## src/rtl/nxa_pkg.sv

```systemverilog
package nxa_pkg;

  typedef enum logic [2:0] {
    OP_JMP    = 3'd0,
    OP_JCC    = 3'd1,
    OP_LOOP   = 3'd2,
    OP_LOOPE  = 3'd3,
    OP_LOOPNE = 3'd4,
    OP_NONE5  = 3'd5,
    OP_NONE6  = 3'd6,
    OP_NONE7  = 3'd7
  } nxa_op_e;

  typedef enum logic [1:0] {
    TGT_REL8  = 2'd0,
    TGT_REL16 = 2'd1,
    TGT_ABS   = 2'd2,
    TGT_FAR   = 2'd3
  } nxa_tgt_e;

endpackage

```

## src/rtl/nxa_target.sv

```systemverilog
module nxa_target
  import nxa_pkg::*;
#(
  parameter int unsigned IP_W    = 16,
  parameter int unsigned CS_W    = 16,
  parameter int unsigned SHORT_W = 8
) (
  input  nxa_tgt_e               tgt,
  input  logic [CS_W-1:0]        cs,
  input  logic [IP_W-1:0]        ip,
  input  logic [IP_W-1:0]        disp,
  input  logic [IP_W-1:0]        near_tgt,
  input  logic [CS_W+IP_W-1:0]   far_ptr,
  output logic [CS_W-1:0]        tgt_cs,
  output logic [IP_W-1:0]        tgt_ip
);

  localparam int unsigned EXT_W = IP_W - SHORT_W;

  // modular add of an offset to the pointer
  function automatic logic [IP_W-1:0] ptr_add(input logic [IP_W-1:0] base,
                                              input logic [IP_W-1:0] ofs);
    return base + ofs;
  endfunction

  logic [IP_W-1:0] short_ext;

  generate
    if (EXT_W > 0) begin : g_ext
      assign short_ext = {{EXT_W{disp[SHORT_W-1]}}, disp[SHORT_W-1:0]};
    end else begin : g_noext
      assign short_ext = disp;
    end
  endgenerate

  always_comb begin
    tgt_cs = cs;
    tgt_ip = ip;
    unique case (tgt)
      TGT_REL8:  tgt_ip = ptr_add(ip, short_ext);
      TGT_REL16: tgt_ip = ptr_add(ip, disp);
      TGT_ABS:   tgt_ip = near_tgt;
      TGT_FAR: begin
        tgt_cs = far_ptr[CS_W+IP_W-1:IP_W];
        tgt_ip = far_ptr[IP_W-1:0];
      end
      default: tgt_ip = ip;
    endcase
  end

endmodule

```

## src/rtl/nxa_loop_ctl.sv

```systemverilog
module nxa_loop_ctl
  import nxa_pkg::*;
#(
  parameter int unsigned CX_W = 16
) (
  input  nxa_op_e           op,
  input  logic [CX_W-1:0]   cx,
  input  logic              zf,
  output logic [CX_W-1:0]   cx_dec,
  output logic              is_loop,
  output logic              loop_go
);

  function automatic logic [CX_W-1:0] count_down(input logic [CX_W-1:0] v);
    return v - {{(CX_W-1){1'b0}}, 1'b1};
  endfunction

  logic cnt_live;

  assign cx_dec   = count_down(cx);
  assign cnt_live = |cx_dec;

  always_comb begin
    is_loop = 1'b0;
    loop_go = 1'b0;
    unique case (op)
      OP_LOOP: begin
        is_loop = 1'b1;
        loop_go = cnt_live;
      end
      OP_LOOPE: begin
        is_loop = 1'b1;
        loop_go = cnt_live & zf;
      end
      OP_LOOPNE: begin
        is_loop = 1'b1;
        loop_go = cnt_live & ~zf;
      end
      default: begin
        is_loop = 1'b0;
        loop_go = 1'b0;
      end
    endcase
  end

endmodule

```

## src/rtl/nxa_decide.sv

```systemverilog
module nxa_decide
  import nxa_pkg::*;
(
  input  nxa_op_e op,
  input  logic    cond,
  input  logic    loop_go,
  output logic    take
);

  always_comb begin
    unique case (op)
      OP_JMP:                     take = 1'b1;
      OP_JCC:                     take = cond;
      OP_LOOP, OP_LOOPE, OP_LOOPNE: take = loop_go;
      default:                    take = 1'b0;
    endcase
  end

endmodule

```

## src/rtl/nxa_unit.sv

```systemverilog
module nxa_unit
  import nxa_pkg::*;
#(
  parameter int unsigned IP_W    = 16,
  parameter int unsigned CS_W    = 16,
  parameter int unsigned CX_W    = 16,
  parameter int unsigned SHORT_W = 8
) (
  input  logic                  clk,
  input  logic                  rst_n,
  input  logic [2:0]            op_i,
  input  logic [1:0]            tgt_i,
  input  logic                  cond_i,
  input  logic                  zf_i,
  input  logic [CS_W-1:0]       cs_i,
  input  logic [IP_W-1:0]       ip_i,
  input  logic [IP_W-1:0]       fall_ip_i,
  input  logic [IP_W-1:0]       disp_i,
  input  logic [IP_W-1:0]       near_tgt_i,
  input  logic [CS_W+IP_W-1:0]  far_ptr_i,
  input  logic [CX_W-1:0]       cx_i,
  output logic [CS_W-1:0]       next_cs_o,
  output logic [IP_W-1:0]       next_ip_o,
  output logic [CX_W-1:0]       cx_o,
  output logic                  taken_o
);

  localparam int unsigned FAR_W = CS_W + IP_W;

  nxa_op_e         op_w;
  nxa_tgt_e        tgt_w;
  logic [CS_W-1:0] tgt_cs_w;
  logic [IP_W-1:0] tgt_ip_w;
  logic [CX_W-1:0] cx_dec_w;
  logic            is_loop_w;
  logic            loop_go_w;
  logic            take_w;

  assign op_w  = nxa_op_e'(op_i);
  assign tgt_w = nxa_tgt_e'(tgt_i);

  nxa_target #(.IP_W(IP_W), .CS_W(CS_W), .SHORT_W(SHORT_W)) u_target (
    .tgt      (tgt_w),
    .cs       (cs_i),
    .ip       (ip_i),
    .disp     (disp_i),
    .near_tgt (near_tgt_i),
    .far_ptr  (far_ptr_i),
    .tgt_cs   (tgt_cs_w),
    .tgt_ip   (tgt_ip_w)
  );

  nxa_loop_ctl #(.CX_W(CX_W)) u_loop (
    .op      (op_w),
    .cx      (cx_i),
    .zf      (zf_i),
    .cx_dec  (cx_dec_w),
    .is_loop (is_loop_w),
    .loop_go (loop_go_w)
  );

  nxa_decide u_decide (
    .op      (op_w),
    .cond    (cond_i),
    .loop_go (loop_go_w),
    .take    (take_w)
  );

  always_ff @(posedge clk or negedge rst_n) begin
    if (!rst_n) begin
      next_cs_o <= '0;
      next_ip_o <= '0;
      cx_o      <= '0;
      taken_o   <= 1'b0;
    end else begin
      next_cs_o <= take_w ? tgt_cs_w : cs_i;
      next_ip_o <= take_w ? tgt_ip_w : fall_ip_i;
      cx_o      <= is_loop_w ? cx_dec_w : cx_i;
      taken_o   <= take_w;
    end
  end

  // ---------------- assertions ----------------
  assert_jmp_taken_R1: assert property (@(posedge clk) disable iff (!rst_n)
    (op_i == 3'd0) |=> taken_o);

  assert_jcc_false_R2: assert property (@(posedge clk) disable iff (!rst_n)
    (op_i == 3'd1 && !cond_i) |=> !taken_o);

  assert_near_keeps_cs_R3: assert property (@(posedge clk) disable iff (!rst_n)
    (take_w && tgt_i != 2'd3) |=> (next_cs_o == $past(cs_i)));

  assert_abs_ip_R4: assert property (@(posedge clk) disable iff (!rst_n)
    (take_w && tgt_i == 2'd2) |=> (next_ip_o == $past(near_tgt_i)));

  assert_far_split_R5: assert property (@(posedge clk) disable iff (!rst_n)
    (take_w && tgt_i == 2'd3) |=>
      (next_cs_o == $past(far_ptr_i[FAR_W-1:IP_W]) && next_ip_o == $past(far_ptr_i[IP_W-1:0])));

  assert_loop_one_R6: assert property (@(posedge clk) disable iff (!rst_n)
    (is_loop_w && cx_i == CX_W'(1)) |=> (!taken_o && cx_o == '0));

  assert_loope_zf_R7: assert property (@(posedge clk) disable iff (!rst_n)
    (op_i == 3'd3 && !zf_i) |=> !taken_o);

  assert_loopne_zf_R8: assert property (@(posedge clk) disable iff (!rst_n)
    (op_i == 3'd4 && zf_i) |=> !taken_o);

  assert_fall_through_R9: assert property (@(posedge clk) disable iff (!rst_n)
    !take_w |=> (next_ip_o == $past(fall_ip_i) && next_cs_o == $past(cs_i)));

  assert_cx_hold_R10: assert property (@(posedge clk) disable iff (!rst_n)
    !is_loop_w |=> (cx_o == $past(cx_i)));

  assert_none_never_R10: assert property (@(posedge clk) disable iff (!rst_n)
    (op_i >= 3'd5) |=> !taken_o);

endmodule

```

## config.mk

```make
export PLATFORM = sky130hd
export DESIGN_NAME = nxa_unit
export DESIGN_NICKNAME = d
export VERILOG_FILES = /design/src/rtl/nxa_pkg.sv /design/src/rtl/nxa_target.sv /design/src/rtl/nxa_loop_ctl.sv /design/src/rtl/nxa_decide.sv /design/src/rtl/nxa_unit.sv
export SDC_FILE = /design/constraint.sdc
export NUM_CORES = 1
export LEC_CHECK = 0
export ABC_AREA = 1
export BUFFER_PORTS_ARGS = -buffer_cell sky130_fd_sc_hd__buf_2
export CORE_MARGIN = 2
export CORE_UTILIZATION = 30
export CTS_CLUSTER_DIAMETER = 200
export CTS_CLUSTER_SIZE = 30
export DETAILED_ROUTE_END_ITERATION = 12
export SYNTH_ARGS = -nofsm -noshare
export SYNTH_HDL_FRONTEND = slang
export SYNTH_SLANG_ARGS = --single-unit
```

## constraint.sdc

```tcl
create_clock -name clk -period 0.8 [get_ports clk]
set_input_delay 0.16 -clock clk [delete_from_list [all_inputs] [get_ports clk]]
set_output_delay 0.16 -clock clk [all_outputs]
set_load 0.01 [all_outputs]
```

==> out/metrics.csv <==
stage,metric,value,unit
die,fp.dieH,114,um
logic_synthesis,synth_top_area_share,33.5,%
timing,max_slew_margin,54.4,%
placement,gp_congestion,0.913,
pwr,pwr-share-seq,31.2,%
detailed_routing,drtIter0Drc,194,
detailed_routing,firstDrtPassIters,5,
placement,dp_slack,-1.26,ns
global_route,antenna_found_initial,1,
global_route,gr-total-overflow,0,
pwr,intPower,0.00606,W
die,dieArea,13100,um^2
clock_tree,clock_sinks,49,
cells_and_area,syn_to_final_growth,83.5,%
logic_synthesis,synth_area_leaders,"dfrtp_1 (34%), nand2_1 (16%), nand3_1 (12%), ha_1 (5.8%), mux2_2 (5.5%)",
pwr,power_leakage,3.42,nW
timing,period_needed,1.67,ns
setup_path,path_class,in2reg,
logic_synthesis,yosysSeqAreaShare,33.5,%
die,core-area,12000,um^2
logic_synthesis,synth_nets,679,
die,fp.dieW,114,um
logic_synthesis,synthFlopType,dfrtp_1,
clock_tree,clkSlewWorstSetupHoldPaths,0.06,ns
setup_path,critPathMaxFanout,8,
run_status,violations,setup timing,
logic_synthesis,yosys_warnings,0,
timing,drv_slew,0,
timing,timing.fmax,598,MHz
pwr,vdd_drop_max,0.803,mV
placement,dp_hpwl,9910,um
die,num_rows,40,
pwr,finalPower,0.00919,W
logic_synthesis,synth-edff-count,0,
die,start_util,30.6,%
setup_path,max_stage_delay,0.18,ns
timing,finalHoldViolations,0,
pwr,netSwitchingFraction,34.1,%
logic_synthesis,synthTopCellsByCount,"nand2_1 (154), nand3_1 (88), dfrtp_1 (49), nor2_1 (43), inv_1 (41)",
timing,worstMarginPinSlew,0.682,ns
clock_tree,cts_inserted_buffers,5,
setup_path,cp_cell_sequence,"buf_12, inv_12, ha_4, nand2_4, nor2_4, nand4_1, xor2_1, nor2_1, nand2_2, nand2_8, buf_12, nand2_8, nand2_2, nand2_2",
cells_and_area,nNetsFinal,953,
pwr,power.switching,0.00314,W
global_route,grt_pass1_wl,22600,um
worst_hold_path,hp-class,in2reg,
setup_path,path_common_cell,nand2_2,
setup_path,required,0.98,ns
timing,setup_viol,98,
detailed_routing,wire_per_inst,15.0,um
logic_synthesis,syn_inst,524,
pwr,pwr-share-comb,44.7,%
logic_synthesis,synth_area_per_cell,6.98,um^2
detailed_routing,vias,4582,
logic_synthesis,ys_ff_latch,49,
timing,min_period_over_period,209,%
setup_path,end_kind,flip-flop,
timing,setup_slack,-0.872,ns
placement,portBuffers,185,
logic_synthesis,yosysMostFrequentCell,nand2_1,
placement,dp.cells,910,
global_route,grt_pass1_vias,4729,
setup_path,start_kind,input port,
cells_and_area,final_cells,947,
global_route,gr-usage-all-layers,21.7,%
detailed_routing,wl,14200,um
die,io_pins,186,
logic_synthesis,synth_top_cell_by_area,dfrtp_1,
pwr,clockPowerShare,24.2,%
cells_and_area,fin_util,56.1,%
setup_path,cp_slowest_cell,nor2_4,
clock_tree,clock-root-buffer,clkbuf_16,
logic_synthesis,synth.distinct_cells,31,
global_route,grt_start_max_net_pins,50,
logic_synthesis,synthesis.area,3660,um^2
flow_run,maxCapViolations,0,
timing,grt_setup_unrepaired,yes,
setup_path,crit_arrival,1.85,ns
cells_and_area,drive_above_1_share,59.1,%
logic_synthesis,postSynth.asyncResetShare,100,%
clock_tree,cts_max_level,2,
clock_tree,cts_tree,built,
clock_tree,cts_buffer_depth,2,
detailed_routing,drc,0,
detailed_routing,postRouteAntennaNets,0,
pwr,p_per_area,1370,nW/um^2
timing,fin_tns_setup,-36.63,ns
detailed_routing,via_per_inst,4.84,
run_status,outcome,finished with violations,
## worst max-delay path: cells and delay by family
family	cells	cell delay, ns
and+or+nand+nor	9	1.06
xor gates and xnor gates	1	0.17
buffers and inverters	3	0.32
adders and majority gates	1	0.14
## layout make-up
class	instances	area, um^2
well taps	147	184
clock inverters	1	5.00
repair buffers	282	1970
inverters	41	181
multi-input cells	419	2990
clock buffers	7	153
diodes	1	2.50
fillers	1083	5250
flip-flops and latches	49	1230
## sequential cells by signal, summed over array words and instances, names as in the netlist
| signal | cells |
|---|---|
| cx_o | 16 |
| next_cs_o | 16 |
| next_ip_o | 16 |
| taken_o | 1 |
## logic make-up (layout without fill, tap and decap cells)
logic type | Yosys count | in the layout | synth area share, %
AO/OA/AOI/OAI | 67 | 67 | 9.85
XOR/XNOR | 9 | 9 | 2.16
adder cells (fa/ha/maj) | 18 | 18 | 6.36
buffers and inverters | 61 | 331 | 7.22
flip-flops | 49 | 49 | 33.5
multiplexers | 18 | 18 | 5.54
other | 0 | 1 | 0
AND/OR/NAND/NOR | 302 | 307 | 35.3
## power by group through the flow
| stage | combinational, W | clock [W] | sequential [W] |
|---|---|---|---|
| floorplan | 0.00152 | 0 | 0.00307 |
| global placement | 0.00312 | 0 | 0.00290 |
| detailed placement | 0.00316 | 0 | 0.00290 |
| CTS | 0.00391 | 0.00229 | 0.00287 |
| global route | 0.00448 | 0.00238 | 0.00289 |
| finish | 0.00411 | 0.00222 | 0.00287 |
## final timing paths
kind,start,to,cells past startpoint
worst max-delay path,cx_i[1],next_cs_o[11]$_DFF_PN0_,14
worst min-delay path,fall_ip_i[11],next_ip_o[11]$_DFF_PN0_,3
max in group asynchronous,rst_n,cx_o[11]$_DFF_PN0_,3
min in group asynchronous,rst_n,next_cs_o[7]$_DFF_PN0_,3
## cells in the final DEF (no fill, tap or decap), drive strengths merged
cell type,count
a21boi,1
a21o,2
a21oi,27
a31oi,2
and2,1
buf,281
clkbuf,7
clkinv,1
dfrtp,49
diode,1
dlygate4sd3,1
fa,1
ha,17
inv,41
mux2,18
nand2,162
nand3,88
nand4,2
nor2,47
nor3,3
o211ai,2
o21ai,29
o21bai,3
o31ai,1
or2,4
xnor2,3
xor2,6
## through the flow
step / hold WS, ns / area (um^2)
global route: 0.117 / 6710
detailed placement: 0.168 / 5540
global placement: 0.167 / 5540
floorplan: -0.136 / 3970
CTS: 0.0889 / 6470
finish: 0.0998 / 6710
## routing by layer
metal	GRT usage, %	wire length (um)	up-vias
li1	-	-	2278
met1	25.8	5810	2110
met2	40.3	7360	173
met3	3.07	729	21
met4	6.34	263	0
met5	0	0	-
## repair_timing
| action | CTS | global route |
|---|---|---|
| pin swaps | 46 | 42 |
| cloned | 8 | 0 |
| endpoints found under the hold margin | 49 | 0 |
| setup endpoints to repair | 98 | 98 |
| buffers inserted | 13 | 9 |
| gates resized for setup | 148 | 56 |
| hold buffers | 1 | 0 |
Power figures use the tool's default switching activity.
